==> src/rtl/rng_regif_pkg.sv <==
package rng_regif_pkg;

    localparam int OFS_IDENT = 'h00;
    localparam int OFS_CMD   = 'h04;
    localparam int OFS_CTRL  = 'h08;
    localparam int OFS_STAT  = 'h0C;
    localparam int OFS_ERR   = 'h10;
    localparam int OFS_QUEUE = 'h14;

    localparam int CMD_SELFTEST = 0;
    localparam int CMD_SEED     = 1;
    localparam int CMD_CLR_IRQ  = 4;
    localparam int CMD_CLR_ERR  = 5;
    localparam int CMD_SOFT_RST = 6;

    localparam logic [3:0] GEN_TYPE = 4'b0001;

    typedef enum logic [1:0] {
        UF_ZERO_A = 2'b00,
        UF_ZERO_B = 2'b01,
        UF_BUSERR = 2'b10,
        UF_FORCE  = 2'b11
    } uf_mode_e;

    typedef struct packed {
        uf_mode_e    uf_mode;
        logic        auto_reseed;
        logic        mask_done;
        logic        mask_err;
        logic        err_st;
        logic        err_stat;
        logic        err_uf;
        logic        pend_done;
        logic        pend_err;
        logic        pend_force;
        logic [31:0] rsp_data;
        logic        rsp_err;
    } regs_t;

    localparam regs_t REGS_RST = '{
        uf_mode:     UF_ZERO_A,
        auto_reseed: 1'b0,
        mask_done:   1'b0,
        mask_err:    1'b0,
        err_st:      1'b0,
        err_stat:    1'b0,
        err_uf:      1'b0,
        pend_done:   1'b0,
        pend_err:    1'b0,
        pend_force:  1'b0,
        rsp_data:    32'h0,
        rsp_err:     1'b0
    };

endpackage

==> src/rtl/rng_out_fifo.sv <==
module rng_out_fifo #(
    parameter int DEPTH  = 8,
    parameter int DATA_W = 32
) (
    input  logic                          clk,
    input  logic                          rst_n,
    input  logic                          clear,
    input  logic                          push,
    input  logic [DATA_W-1:0]             push_data,
    input  logic                          pop,
    output logic                          full,
    output logic                          empty,
    output logic [$clog2(DEPTH+1)-1:0]    level,
    output logic [DATA_W-1:0]             head
);
    localparam int PTR_W = (DEPTH > 1) ? $clog2(DEPTH) : 1;
    localparam int LVL_W = $clog2(DEPTH + 1);
    localparam logic [PTR_W-1:0] LAST = PTR_W'(DEPTH - 1);

    typedef struct packed {
        logic [PTR_W-1:0] wr;
        logic [PTR_W-1:0] rd;
        logic [LVL_W-1:0] lvl;
    } ptr_t;

    ptr_t ptr_d, ptr_q;
    logic [DATA_W-1:0] mem_d [DEPTH];
    logic [DATA_W-1:0] mem_q [DEPTH];

    logic do_push, do_pop;

    assign full  = (ptr_q.lvl == LVL_W'(DEPTH));
    assign empty = (ptr_q.lvl == '0);
    assign level = ptr_q.lvl;
    assign head  = mem_q[ptr_q.rd];

    assign do_push = push & ~full;
    assign do_pop  = pop & ~empty;

    always_comb begin
        ptr_d = ptr_q;
        mem_d = mem_q;
        if (do_push) begin
            mem_d[ptr_q.wr] = push_data;
            ptr_d.wr = (ptr_q.wr == LAST) ? '0 : ptr_q.wr + 1'b1;
        end
        if (do_pop) begin
            ptr_d.rd = (ptr_q.rd == LAST) ? '0 : ptr_q.rd + 1'b1;
        end
        case ({do_push, do_pop})
            2'b10:   ptr_d.lvl = ptr_q.lvl + 1'b1;
            2'b01:   ptr_d.lvl = ptr_q.lvl - 1'b1;
            default: ptr_d.lvl = ptr_q.lvl;
        endcase
        if (clear) begin
            ptr_d = '0;
        end
    end

    always_ff @(posedge clk or negedge rst_n) begin
        if (!rst_n) begin
            ptr_q <= '0;
        end else begin
            ptr_q <= ptr_d;
        end
    end

    always_ff @(posedge clk) begin
        mem_q <= mem_d;
    end

endmodule

==> src/rtl/rng_op_tracker.sv <==
module rng_op_tracker (
    input  logic clk,
    input  logic rst_n,
    input  logic clear,
    input  logic start,
    input  logic done_in,
    output logic active,
    output logic done_flag,
    output logic finish
);
    typedef struct packed {
        logic active;
        logic done;
    } op_t;

    op_t op_d, op_q;

    assign active    = op_q.active;
    assign done_flag = op_q.done;
    assign finish    = done_in & op_q.active;

    always_comb begin
        op_d = op_q;
        if (finish) begin
            op_d.active = 1'b0;
            op_d.done   = 1'b1;
        end else if (start) begin
            op_d.active = 1'b1;
        end
        if (clear) begin
            op_d = '0;
        end
    end

    always_ff @(posedge clk or negedge rst_n) begin
        if (!rst_n) begin
            op_q <= '0;
        end else begin
            op_q <= op_d;
        end
    end

endmodule

==> src/rtl/rng_regif.sv <==
module rng_regif
    import rng_regif_pkg::*;
#(
    parameter int         DEPTH     = 8,
    parameter int         ADDR_W    = 8,
    parameter logic [7:0] VER_MAJOR = 8'h02,
    parameter logic [7:0] VER_MINOR = 8'h05
) (
    input  logic              clk,
    input  logic              rst_n,
    input  logic              bus_sel,
    input  logic              bus_we,
    input  logic [ADDR_W-1:0] bus_addr,
    input  logic [31:0]       bus_wdata,
    output logic [31:0]       bus_rdata,
    output logic              bus_err,
    input  logic              push_valid,
    input  logic [31:0]       push_data,
    output logic              push_ready,
    input  logic              st_done_pulse,
    input  logic              seed_done_pulse,
    input  logic              st_fail_pulse,
    input  logic              stat_fail_pulse,
    output logic              selftest_req,
    output logic              seed_req,
    output logic              autoreseed_en,
    output logic              irq
);
    localparam int LVL_W  = $clog2(DEPTH + 1);
    localparam int N_OPS  = 2;

    regs_t r_d, r_q;

    logic              rd_req, wr_req;
    logic              sel_cmd, sel_ctrl, sel_queue;
    logic              soft_rst, clr_irq, clr_err;
    logic              q_pop, q_underflow;
    logic              q_full, q_empty;
    logic [LVL_W-1:0]  fifo_level;
    logic [31:0]       q_head;
    logic [31:0]       rd_mux;
    logic [31:0]       stat_word;
    logic              any_err;
    logic [1:0]        ctl_mode;

    logic [N_OPS-1:0]  op_start, op_done_in, op_active, op_done, op_finish;

    logic unused_wdata;
    assign unused_wdata = ^{bus_wdata[31:7], bus_wdata[3:2]};

    assign rd_req    = bus_sel & ~bus_we;
    assign wr_req    = bus_sel &  bus_we;
    assign sel_cmd   = (bus_addr == ADDR_W'(OFS_CMD));
    assign sel_ctrl  = (bus_addr == ADDR_W'(OFS_CTRL));
    assign sel_queue = (bus_addr == ADDR_W'(OFS_QUEUE));

    assign soft_rst = wr_req & sel_cmd & bus_wdata[CMD_SOFT_RST];
    assign clr_irq  = wr_req & sel_cmd & bus_wdata[CMD_CLR_IRQ];
    assign clr_err  = wr_req & sel_cmd & bus_wdata[CMD_CLR_ERR];

    assign q_pop       = rd_req & sel_queue & ~q_empty;
    assign q_underflow = rd_req & sel_queue &  q_empty;

    assign op_start[0]   = wr_req & sel_cmd & bus_wdata[CMD_SELFTEST] & ~soft_rst;
    assign op_start[1]   = wr_req & sel_cmd & bus_wdata[CMD_SEED] & ~soft_rst;
    assign op_done_in[0] = st_done_pulse;
    assign op_done_in[1] = seed_done_pulse;

    rng_out_fifo #(
        .DEPTH  (DEPTH),
        .DATA_W (32)
    ) u_fifo (
        .clk       (clk),
        .rst_n     (rst_n),
        .clear     (soft_rst),
        .push      (push_valid),
        .push_data (push_data),
        .pop       (q_pop),
        .full      (q_full),
        .empty     (q_empty),
        .level     (fifo_level),
        .head      (q_head)
    );

    for (genvar g = 0; g < N_OPS; g++) begin : g_op
        rng_op_tracker u_op (
            .clk       (clk),
            .rst_n     (rst_n),
            .clear     (soft_rst),
            .start     (op_start[g]),
            .done_in   (op_done_in[g]),
            .active    (op_active[g]),
            .done_flag (op_done[g]),
            .finish    (op_finish[g])
        );
    end

    assign any_err  = r_q.err_st | r_q.err_stat | r_q.err_uf;
    assign ctl_mode = r_q.uf_mode;

    always_comb begin
        stat_word        = '0;
        stat_word[1]     = |op_active;
        stat_word[4]     = op_done[0];
        stat_word[5]     = op_done[1];
        stat_word[11:8]  = 4'(fifo_level);
        stat_word[15:12] = 4'(DEPTH);
        stat_word[16]    = any_err;
    end

    always_comb begin
        rd_mux = '0;
        case (bus_addr)
            ADDR_W'(OFS_IDENT): rd_mux = {GEN_TYPE, 12'h000, VER_MAJOR, VER_MINOR};
            ADDR_W'(OFS_CMD):   rd_mux = {30'h0, op_active[1], op_active[0]};
            ADDR_W'(OFS_CTRL):  rd_mux = {25'h0, r_q.mask_err, r_q.mask_done,
                                          r_q.auto_reseed, 2'b00, r_q.uf_mode};
            ADDR_W'(OFS_STAT):  rd_mux = stat_word;
            ADDR_W'(OFS_ERR):   rd_mux = {27'h0, r_q.err_uf, r_q.err_stat,
                                          r_q.err_st, 2'b00};
            ADDR_W'(OFS_QUEUE): rd_mux = q_empty ? 32'h0 : q_head;
            default:            rd_mux = '0;
        endcase
    end

    always_comb begin
        r_d          = r_q;
        r_d.rsp_err  = 1'b0;
        r_d.rsp_data = rd_req ? rd_mux : 32'h0;

        if (wr_req && sel_ctrl) begin
            r_d.uf_mode     = uf_mode_e'(bus_wdata[1:0]);
            r_d.auto_reseed = bus_wdata[4];
            r_d.mask_done   = bus_wdata[5];
            r_d.mask_err    = bus_wdata[6];
        end

        if (clr_irq || clr_err) begin
            r_d.pend_done  = 1'b0;
            r_d.pend_err   = 1'b0;
            r_d.pend_force = 1'b0;
        end
        if (clr_err) begin
            r_d.err_st   = 1'b0;
            r_d.err_stat = 1'b0;
            r_d.err_uf   = 1'b0;
        end

        if (st_fail_pulse) begin
            r_d.err_st   = 1'b1;
            r_d.pend_err = 1'b1;
        end
        if (stat_fail_pulse) begin
            r_d.err_stat = 1'b1;
            r_d.pend_err = 1'b1;
        end
        if (q_underflow) begin
            r_d.err_uf   = 1'b1;
            r_d.pend_err = 1'b1;
            r_d.rsp_data = 32'h0;
            if (r_q.uf_mode == UF_BUSERR) begin
                r_d.rsp_err = 1'b1;
            end
            if (r_q.uf_mode == UF_FORCE) begin
                r_d.pend_force = 1'b1;
            end
        end
        if (|op_finish) begin
            r_d.pend_done = 1'b1;
        end

        if (soft_rst) begin
            r_d = REGS_RST;
        end
    end

    always_ff @(posedge clk or negedge rst_n) begin
        if (!rst_n) begin
            r_q <= REGS_RST;
        end else begin
            r_q <= r_d;
        end
    end

    assign bus_rdata     = r_q.rsp_data;
    assign bus_err       = r_q.rsp_err;
    assign push_ready    = ~q_full;
    assign selftest_req  = op_active[0];
    assign seed_req      = op_active[1];
    assign autoreseed_en = r_q.auto_reseed;
    assign irq           = (r_q.pend_done & ~r_q.mask_done)
                         | (r_q.pend_err  & ~r_q.mask_err)
                         |  r_q.pend_force;

endmodule

==> config.mk <==
export PLATFORM = sky130hd
export DESIGN_NAME = rng_regif
export DESIGN_NICKNAME = d
export VERILOG_FILES = /design/src/rtl/rng_regif_pkg.sv /design/src/rtl/rng_out_fifo.sv /design/src/rtl/rng_op_tracker.sv /design/src/rtl/rng_regif.sv
export SDC_FILE = /design/constraint.sdc
export NUM_CORES = 1
export LEC_CHECK = 0
export BUFFER_PORTS_ARGS = -buffer_cell sky130_fd_sc_hd__buf_4
export CORE_ASPECT_RATIO = 0.9
export CORE_MARGIN = 4
export CORE_UTILIZATION = 53
export CTS_BUF_LIST = sky130_fd_sc_hd__clkbuf_4 sky130_fd_sc_hd__clkbuf_8 sky130_fd_sc_hd__clkbuf_16
export DETAILED_ROUTE_END_ITERATION = 8
export GPL_ROUTABILITY_DRIVEN = 0
export PLACE_DENSITY = 0.73
export SYNTH_ARGS = -nofsm -noshare
export SYNTH_HDL_FRONTEND = slang
export SYNTH_SLANG_ARGS = --single-unit
==> constraint.sdc <==
create_clock -name clk -period 6.4 [get_ports clk]
set_input_delay 1.28 -clock clk [delete_from_list [all_inputs] [get_ports clk]]
set_output_delay 1.28 -clock clk [all_outputs]
set_load 0.01 [all_outputs]
==> reports/qor.txt, run 1 <==
Hold Crit Class = flip-flop to flip-flop
Clock Skew = 0.0157 ns
routed wire length = 25.1 mm
clk root buf = clkbuf_16
port bufs = 91
Max rail drop VDD = 0.000227 V
post-synthesis cell count = 655
Max-slew headroom = 0.259
share of power burned in the clock network = 0.383
setup bufs post-CTS = 0
part of the power in registers = 0.516
hold_ws = 0.518 ns
CP cell instances = buf_4, or4_4, or4_4, inv_2, ha_1, ha_1, a21o_1, a21oi_1, mux2i_1, mux2i_1
FFs w/ async S/R, synth = 0.185
status = complete, no violations
Rows = 52
CP Class = primary input to flip-flop
Core Box Area = 22800 µm²
total clock sinks = 314
layout cells sized above 1 = 0.336
Crit. End Element = flip-flop
Mapped Area = 12400 µm²
required time of the critical path = 6.87 ns
gr usage total = 0.192
CP bufs+invs = 2
CP top delay family = simple AND/OR/NAND/NOR gates
Setup WS post-layout = 2.65 ns
Setup Viol. Count Final = 0
Post-CTS Hold Buffers = 0
first-pass GRT wire length = 38.6 mm
fmax = 267 MHz
WP data arrival = 4.22 ns
DRT Pass-1 Iters = 5
final hold violations = 0
fillers = 1619
Yosys warning total = 0
post-synthesis sequential area ratio = 0.735
clock slew at reported path FFs = 0.06 ns
CP max-delay cell = or4_4
Nets = 819
Post-synth EDFFs = 256
Tmin final = 3.75 ns
initial antenna violation count = 0
TritonCTS Buffers = 31
Yosys reg bits = 314
Overflow after GRT = 0
RSZ-0062 raised after global routing = no
Pint = 3.86 mW
Area growth, synth to finish = 15.5%
CTS resizes = 0
largest family of logic cells by synthesized area = multiplexers
dpl hpwl = 14.0 mm
Post-Synth Adder-Cell Area = 0.00865
initial DRC count = 733
Netlist cell types = 51
routed length per instance = 23.9 µm
DRC = 0
die height = 153 µm
clock buffer depth = 3
Synth Area in Compound Gates = 0.0274
Switching Fraction = 0.231
Setup WS pre-CTS = 2.05 ns
Via density = 5.96
post-synthesis mux area share = 0.147
Top FF cell, synth = edfxtp_1
CTS tree = yes
Crit Path Max Fanout = 20
Cell Pwr Density = 349 nW/µm²
critical path startpoint category = primary input
Synth Area in Simple Gates = 0.0473
part of the power in combinational logic = 0.101
syn avg cell area = 19.0 µm²
crit share post-route = 0.586
max_cap viols = 0
total power = 5.02 mW
Slew @ Worst Pin = 1.10 ns
# IOs = 119
Synth Area in XOR/XNOR = 0.00141
post-route ant nets = 0
Net Switching = 1.16 mW
Net Count, Synth = 744
number of diodes = 0
vias in the first global route = 6522
max incr delay on CP = 0.69 ns
Worst-Skew Late Latency = 0.56 ns
H-tree depth = 1
Vias = 6274
P_leak = 4.97 nW
Setup TNS = 0 ns
die width = 169 µm
largest net degree at the start of global routing = 59
Initial Util = 0.546
die area = 26000 µm²
max-slew violations = 0
## per-stage QoR
| stage | instances | cell area, µm² | utilization |
|---|---|---|---|
| 4_1_cts | 1052 | 14400 | 0.631 |
| 5_1_grt | 1052 | 14400 | 0.631 |
| 2_1_floorplan | 655 | 12400 | - |
| 6_report | 1052 | 14400 | 0.631 |
| 3_3_place_gp | 994 | 13300 | 0.582 |
| 3_5_place_dp | 994 | 13300 | 0.582 |
## synth_stat cells, types with 2 or more instances
| master | n | area, µm² |
|---|---|---|
| edfxtp_1 | 256 | 7690 |
| mux2i_1 | 21 | 210 |
| nand4_1 | 2 | 12.5 |
| nand2_1 | 11 | 41.3 |
| buf_6 | 2 | 22.5 |
| a21o_1 | 2 | 15.0 |
| or3_1 | 3 | 18.8 |
| clkbuf_1 | 15 | 56.3 |
| dfrtp_1 | 58 | 1450 |
| mux2_2 | 16 | 180 |
| a21oi_1 | 19 | 95.1 |
| nor3_1 | 6 | 30.0 |
| a22o_1 | 6 | 52.6 |
| and4_1 | 2 | 17.5 |
| nand2b_1 | 5 | 31.3 |
| nand3b_1 | 5 | 37.5 |
| a22oi_1 | 7 | 52.6 |
| nor4b_1 | 2 | 17.5 |
| nand3_1 | 5 | 25.0 |
| inv_1 | 6 | 22.5 |
| buf_2 | 9 | 45.0 |
| mux4_2 | 64 | 1440 |
| nor3b_1 | 4 | 30.0 |
| a32oi_1 | 3 | 26.3 |
| o21ai_0 | 6 | 30.0 |
| buf_4 | 35 | 263 |
| ha_1 | 7 | 87.6 |
| nor4_1 | 7 | 43.8 |
| or4_4 | 2 | 22.5 |
| nor4_2 | 2 | 25.0 |
| nor2_1 | 46 | 173 |
| o31ai_1 | 2 | 15.0 |
## power groups by stage
stage | logic, mW | clock network [mW] | registers (mW)
2_1_floorplan | 0.318 | 0 | 2.59
3_3_place_gp | 0.495 | 0 | 2.61
3_5_place_dp | 0.513 | 0 | 2.63
4_1_cts | 0.518 | 1.96 | 2.59
5_1_grt | 0.550 | 2.06 | 2.61
6_report | 0.508 | 1.92 | 2.59
## kinds of logic (layout without fill, tap and decap cells)
kind of cell / Yosys count / after routing
AOI/OAI and AO/OA: 51 / 51
xor gates and xnor gates: 2 / 2
adders and majority gates: 8 / 8
buffers and inverters: 69 / 169
DFF: 314 / 314
muxes: 101 / 101
and+or+nand+nor: 110 / 110
## sequential cells by signal (all words and copies together), names as in the netlist
| signal | count |
|---|---|
| autoreseed_en | 1 |
| g_op.u_op.done_flag | 2 |
| bus_rdata | 32 |
| g_op.u_op.active | 2 |
| ctl_mode | 2 |
| bus_err | 1 |
| u_fifo.level | 4 |
| r_q | 8 |
| u_fifo.ptr_q | 6 |
| u_fifo.mem_q | 256 |
## layer usage
| metal | vias to the layer above | global-route usage | part of all wire |
|---|---|---|---|
| met4 | 0 | 0.0414 | 0.019 |
| met2 | 267 | 0.320 | 0.50 |
| li1 | 2730 | - | - |
| met1 | 3232 | 0.272 | 0.41 |
| met3 | 45 | 0.0336 | 0.069 |
| met5 | - | 0 | 0 |
## tightest hold or removal path: stages (launching register included)
cell     delay (ns)
dfrtp_1        0.36
a21oi_1        0.05
nor2_1         0.07
## cell type report
class	instances	area, µm²	share of cell area
Sequential cell	314	9150	0.636
Multi-Input combinational cell	272	2930	0.204
Clock buffer	37	833	0.0580
Timing Repair Buffer	104	781	0.0543
Tap cell	297	372	0.0259
Clock inverter	21	280	0.0195
Inverter	7	26.3	0.00183
## worst paths after layout
kind	startpoint	endpoint	slack (ns)	cells after the start
worst min-delay path	g_op[1].u_op.done_flag$_DFFE_PN0N_	g_op[1].u_op.done_flag$_DFFE_PN0N_	0.52	2
min in group asynchronous	rst_n	bus_rdata[10]$_DFF_PN0_	0.82	1
worst max register to register	u_fifo.level[0]$_DFFE_PN0P_	u_fifo.level[3]$_DFFE_PN0P_	3.19	9
max in group asynchronous	rst_n	u_fifo.ptr_q[4]$_DFFE_PN0P_	4.95	1
worst min register to register	g_op[1].u_op.done_flag$_DFFE_PN0N_	g_op[1].u_op.done_flag$_DFFE_PN0N_	0.52	2
worst max-delay path	bus_addr[3]	u_fifo.level[3]$_DFFE_PN0P_	2.65	10
## layout by cell type, fill, tap and decap left out, drive strengths merged, types with 3 or more instances in the layout
cell | netlist | final
mux2i | 21 | 21
or4 | 3 | 3
nand3b | 5 | 5
nor3 | 6 | 6
a32oi | 3 | 3
or3 | 3 | 3
nor4 | 9 | 9
a22oi | 7 | 7
nand3 | 5 | 5
dfrtp | 58 | 58
clkinv | 0 | 12
ha | 7 | 7
mux2 | 16 | 16
inv | 7 | 9
nor2 | 46 | 46
a21oi | 19 | 19
nand2b | 5 | 5
buf | 47 | 104
bufinv | 0 | 6
a22o | 6 | 6
mux4 | 64 | 64
edfxtp | 256 | 256
nor3b | 4 | 4
o21ai | 6 | 6
clkbuf | 15 | 37
nand2 | 11 | 11
No activity file was read; power rests on OpenSTA's default activity.
==> run 2: changes to the inputs <==
- PLACE_DENSITY: 0.73 -> 0.75
- clock period: 6.4 -> 3.2 ns (I/O delays scaled with it)
==> reports/qor.txt, run 2 (synthesis gave the netlist of run 1 again) <==
TritonCTS Buffers = 30 (-3.2%)
max-slew violations = 0 (unchanged)
required time of the critical path = 3.67 ns (-3.20 ns)
# IOs = 119 (unchanged)
routed wire length = 24.5 mm (-2.4%)
status = complete, no violations
die area = 26000 µm² (unchanged)
fillers = 1561 (-3.6%)
Largest register FFs = 256 (unchanged)
clock buffer depth = 3 (unchanged)
Slew @ Worst Pin = 0.938 ns (-0.165 ns)
die width = 169 µm (unchanged)
Setup TNS = 0 ns (unchanged)
worst reg2reg path startpoint = u_fifo.level[0]$_DFFE_PN0P_
total clock sinks = 314 (unchanged)
WL met3 = 1.80 mm (+3.4%)
Core Box Area = 22800 µm² (unchanged)
Vias = 6310 (+0.57%)
largest net degree at the start of global routing = 59 (unchanged)
CTS resizes = 0 (unchanged)
share of power burned in the clock network = 0.369 (-0.014)
Worst Setup SP = u_fifo.level[0]$_DFFE_PN0P_
Layout Cells excl Fill = 1061 (+0.86%)
Tmin final = 2.69 ns
Area growth, synth to finish = 16.3%
CP Class = flip-flop to flip-flop
most common cell after layout, fill and taps aside = edfxtp_1
Clock Skew = 0.0410 ns (+0.0253 ns)
fmax = 372 MHz
Nets = 829 (+1.2%)
top sig layer = met5
Cell Pwr Density = 684 nW/µm² (+96%)
initial antenna violation count = 1 (+1)
max_cap viols = 0 (unchanged)
Rows = 52 (unchanged)
H-tree depth = 1 (unchanged)
Net Switching = 2.31 mW (+99%)
Max-slew headroom = 0.374 (+0.115)
most frequent cells in the layout = edfxtp_1, buf_4, mux4_2
P_leak = 5.03 nW (+1.2%)
Crit Path Max Fanout = 7 (-65%)
Overflow after GRT = 0 (unchanged)
total power = 9.90 mW (+97%)
Max rail drop VDD = 0.000441 V (+95%)
dpl hpwl = 14.0 mm (-0.10%)
clk root buf = clkbuf_16
post-route ant nets = 0 (unchanged)
clock slew at reported path FFs = 0.06 ns (about the same)
die height = 153 µm (unchanged)
routed length per instance = 23.1 µm (-3.3%)
part of the power in registers = 0.525 (+0.009)
DRT Pass-1 Iters = 5 (unchanged)
WP data arrival = 3.16 ns (-1.06 ns)
Via density = 5.95 (-0.28%)
number of diodes = 0 (unchanged)
layout cells sized above 1 = 0.346 (+0.00913)
Post-CTS Hold Buffers = 0 (unchanged)
RSZ-0062 raised after global routing = no
port bufs = 91 (unchanged)
WL met2 = 11.9 mm (-6.0%)
first-pass GRT wire length = 38.0 mm (-1.5%)
Switching Fraction = 0.233 (+0.00238)
critical path startpoint category = flip-flop
placed instance count = 1005 (+1.1%)
Setup WS pre-CTS = 0.0256 ns (-2.03 ns)
vias in the first global route = 6473 (-0.75%)
DRC = 0 (unchanged)
Hold Crit Class = primary input to async pin
CTS tree = yes
Setup Viol. Count Final = 0 (unchanged)
gr usage total = 0.189 (-0.00297)
setup bufs post-CTS = 0 (unchanged)
Initial Util = 0.546 (unchanged)
Met1 Routed Length = 10.4 mm (+1.3%)
Pint = 7.59 mW (+97%)
Setup WS post-layout = 0.510 ns (-2.14 ns)
part of the power in combinational logic = 0.106 (+0.005)
final hold violations = 0 (unchanged)
initial DRC count = 836 (+14%)
Crit. End Element = flip-flop
crit share post-route = 0.841
Top reg by flops = u_fifo.mem_q
Worst-Skew Late Latency = 0.57 ns (about the same)
==> run 2: worst max-delay path, cell delays in order, from the launching register on <==
cell and delay [ns]:
dfrtp_1 0.51, nor4_1 0.09, buf_4 0.16, or4_4 0.56, inv_2 0.08, ha_1 0.17, ha_1 0.23, a21o_1 0.17
a21oi_1 0.19, mux2i_1 0.25, mux2i_1 0.20
==> run 2: path summary, 6_finish.rpt <==
path	cells after the start	slack, ns	end
min in group clk	1	0.29	u_fifo.mem_q[141]$_DFFE_PP_
max in group asynchronous	1	2.38	u_fifo.ptr_q[4]$_DFFE_PN0P_
setup reg to reg	10	0.51	u_fifo.level[3]$_DFFE_PN0P_
setup / recovery	10	0.51	u_fifo.level[3]$_DFFE_PN0P_
hold / removal	1	0.19	bus_rdata[21]$_DFF_PN0_
hold reg to reg	2	0.52	g_op[1].u_op.done_flag$_DFFE_PN0N_
==> run 2: through the flow <==
step                      utilization  hold slack, ns  area [µm²]
final                           0.635           0.186       14500
after global routing            0.635           0.233       14500
after CTS                       0.635           0.194       14500
after detailed placement        0.589           0.503       13400
after global placement          0.589           0.509       13400
after floorplan                     -           0.344       12500
==> run 2: routing by layer <==
layer,GRT usage,up-vias
met3,0.0411,40
met4,0.0379,2
met1,0.277,3261
met2,0.301,255
met5,0,-
li1,-,2752
==> run 2: cell type report <==
| type | count | area [µm²] | area share |
|---|---|---|---|
| Sequential cell | 314 | 9150 | 0.632 |
| Tap cell | 297 | 372 | 0.0257 |
| Clock buffer | 43 | 897 | 0.0620 |
| Inverter | 7 | 26.3 | 0.00182 |
| Timing Repair Buffer | 115 | 888 | 0.0614 |
| Multi-Input combinational cell | 272 | 2980 | 0.206 |
| Clock inverter | 13 | 159 | 0.0110 |
==> run 2: power by group through the flow <==
stage	combinational, mW	clock, mW	sequential [mW]
floorplan	0.653	0	5.17
global placement	1.03	0	5.24
detailed placement	1.06	0	5.29
CTS	1.06	3.71	5.21
global route	1.14	3.90	5.25
finish	1.04	3.65	5.20
==> run 3: changes to the inputs <==
- clock period: 3.2 -> 2.4 ns (I/O delays scaled with it)
==> reports/qor.txt, run 3 (synthesis gave the netlist of run 1 again) <==
Tmin final = 2.37 ns
Nets = 857 (+3.4%)
total power = 13.4 mW (+35%)
Crit Path Max Fanout = 3 (-4)
Largest register FFs = 256 (unchanged)
CP max-delay cell = or4_4
total clock sinks = 314 (unchanged)
Clock Skew = 0.0369 ns (-0.00415 ns)
die area = 26000 µm² (unchanged)
Max-slew headroom = 0.199 (-0.175)
Vias = 6370 (+0.95%)
CP Class = primary input to flip-flop
first-pass GRT wire length = 39.7 mm (+4.3%)
CP cell instances = buf_6, or4_4, or4_4, inv_4, ha_4, ha_4, a21o_1, a21oi_2, mux2i_1, mux2i_1
Slew @ Worst Pin = 1.20 ns (+0.260 ns)
Setup Viol. Count Final = 0 (unchanged)
Crit. End Element = flip-flop
largest net degree at the start of global routing = 41 (-31%)
setup bufs post-CTS = 0 (unchanged)
vias in the first global route = 6744 (+4.2%)
TritonCTS Buffers = 30 (unchanged)
routed length per instance = 23.3 µm (+1.0%)
status = complete, no violations
CP bufs+invs = 2 (unchanged)
Initial Util = 0.546 (unchanged)
DRT Pass-1 Iters = 5 (unchanged)
clock slew at reported path FFs = 0.07 ns (about the same)
final hold violations = 0 (unchanged)
fmax = 423 MHz
Worst-Skew Late Latency = 0.57 ns (about the same)
# IOs = 119 (unchanged)
critical path startpoint category = primary input
Rows = 52 (unchanged)
DP Area = 13800 µm² (+2.8%)
Overflow after GRT = 0 (unchanged)
initial DRC count = 634 (-24%)
final instance area = 14800 µm² (+2.6%)
number of diodes = 0 (unchanged)
max incr delay on CP = 0.58 ns (+0.02 ns)
RSZ-0062 raised after global routing = yes
hold_ws = 0.136 ns (-0.0498 ns)
Via density = 5.85 (-1.6%)
Storage cell area = 9150 µm² (unchanged)
layout cells sized above 1 = 0.374 (+0.0282)
routed wire length = 25.4 mm (+3.7%)
Top reg by flops = u_fifo.mem_q
footprint of the multi-input gates = 3040 µm² (+1.9%)
gr usage total = 0.198 (+0.00877)
Setup TNS = 0 ns (unchanged)
Cell Pwr Density = 903 nW/µm² (+32%)
CP top delay family = simple AND/OR/NAND/NOR gates
die width = 169 µm (unchanged)
WP data arrival = 2.83 ns (-0.33 ns)
Hold Crit Class = primary input to flip-flop
P_leak = 5.17 nW (+2.7%)
clk root buf = clkbuf_16
port bufs = 91 (unchanged)
DRC = 0 (unchanged)
Final Util = 0.652 (+0.0166)
Max rail drop VDD = 0.000641 V (+45%)
max-slew violations = 0 (unchanged)
Core Box Area = 22800 µm² (unchanged)
required time of the critical path = 2.87 ns (-0.80 ns)
max_cap viols = 0 (unchanged)
CTS tree = yes
crit share post-route = 0.986
fillers = 1497 (-4.1%)
most frequent cells in the layout = edfxtp_1, buf_4, mux4_2
Area growth, synth to finish = 19.4%
most common cell after layout, fill and taps aside = edfxtp_1
clock buffer depth = 3 (unchanged)
initial antenna violation count = 1 (unchanged)
post-route ant nets = 0 (unchanged)
dpl hpwl = 15.0 mm (+7.6%)
H-tree depth = 1 (unchanged)
die height = 153 µm (unchanged)
## run 3: cell types whose count changed in the layout (fill, tap and decap cells not counted), moves of 2 or more
cell / delta
buf_12: +10
buf_4: +14
buf_6: +3
clkbuf_4: -6
clkbuf_8: -5
clkinv_2: +2
clkinv_4: +3
clkinvlp_2: +2
clkinvlp_4: +3
ha_1: -2
ha_4: +2
## run 3: area by class of cell
cell class / count / area share
timing repair buffer: 143 / 0.0833
tap: 297 / 0.0250
clock inverter: 25 / 0.0179
clock buffer: 31 / 0.0511
multi-input combinational: 272 / 0.205
sequential: 314 / 0.616
inverter: 7 / 0.00194
## run 3: path summary, 6_finish.rpt
path	from	end	slack, ns	cells after the start
worst min register to register	g_op[1].u_op.done_flag$_DFFE_PN0N_	g_op[1].u_op.done_flag$_DFFE_PN0N_	0.49	2
max in group asynchronous	rst_n	u_fifo.ptr_q[9]$_DFFE_PN0P_	1.29	3
min in group asynchronous	rst_n	bus_rdata[18]$_DFF_PN0_	0.49	2
worst min-delay path	push_data[1]	u_fifo.mem_q[33]$_DFFE_PP_	0.14	1
worst max register to register	u_fifo.level[2]$_DFFE_PN0P_	u_fifo.level[3]$_DFFE_PN0P_	0.06	11
worst max-delay path	bus_addr[3]	u_fifo.level[3]$_DFFE_PN0P_	0.03	10
## run 3: layer usage
metal / up-vias / routed length (µm) / global-route usage
met3: 46 / 1880 / 0.0426
met2: 252 / 12300 / 0.315
met1: 3264 / 10600 / 0.286
met5: - / 17 / 0
li1: 2806 / - / -
met4: 2 / 559 / 0.0475
## run 3: stage by stage
step | worst slack (ns) | std cells
CTS | 0.0118 | 1089
global route | -0.0347 | 1089
detailed placement | -0.434 | 1032
global placement | -0.359 | 1032
floorplan | -0.259 | 655
finish | 0.0333 | 1089
## run 3: power by group
group / total [mW] / internal (mW) / leakage (nW) / switching [mW]
Clock: 4.77 / 2.75 / 0.491 / 2.02
Sequential: 6.83 / 6.61 / 3.10 / 0.219
Combinational: 1.81 / 0.813 / 1.58 / 0.999
## run 3: what timing repair did
item,4_1_cts,5_1_grt
pin swaps,1,2
hold endpoints to repair,38,0
resized for setup,1,4
setup endpoints to repair,3,10
hold buffers,1,0
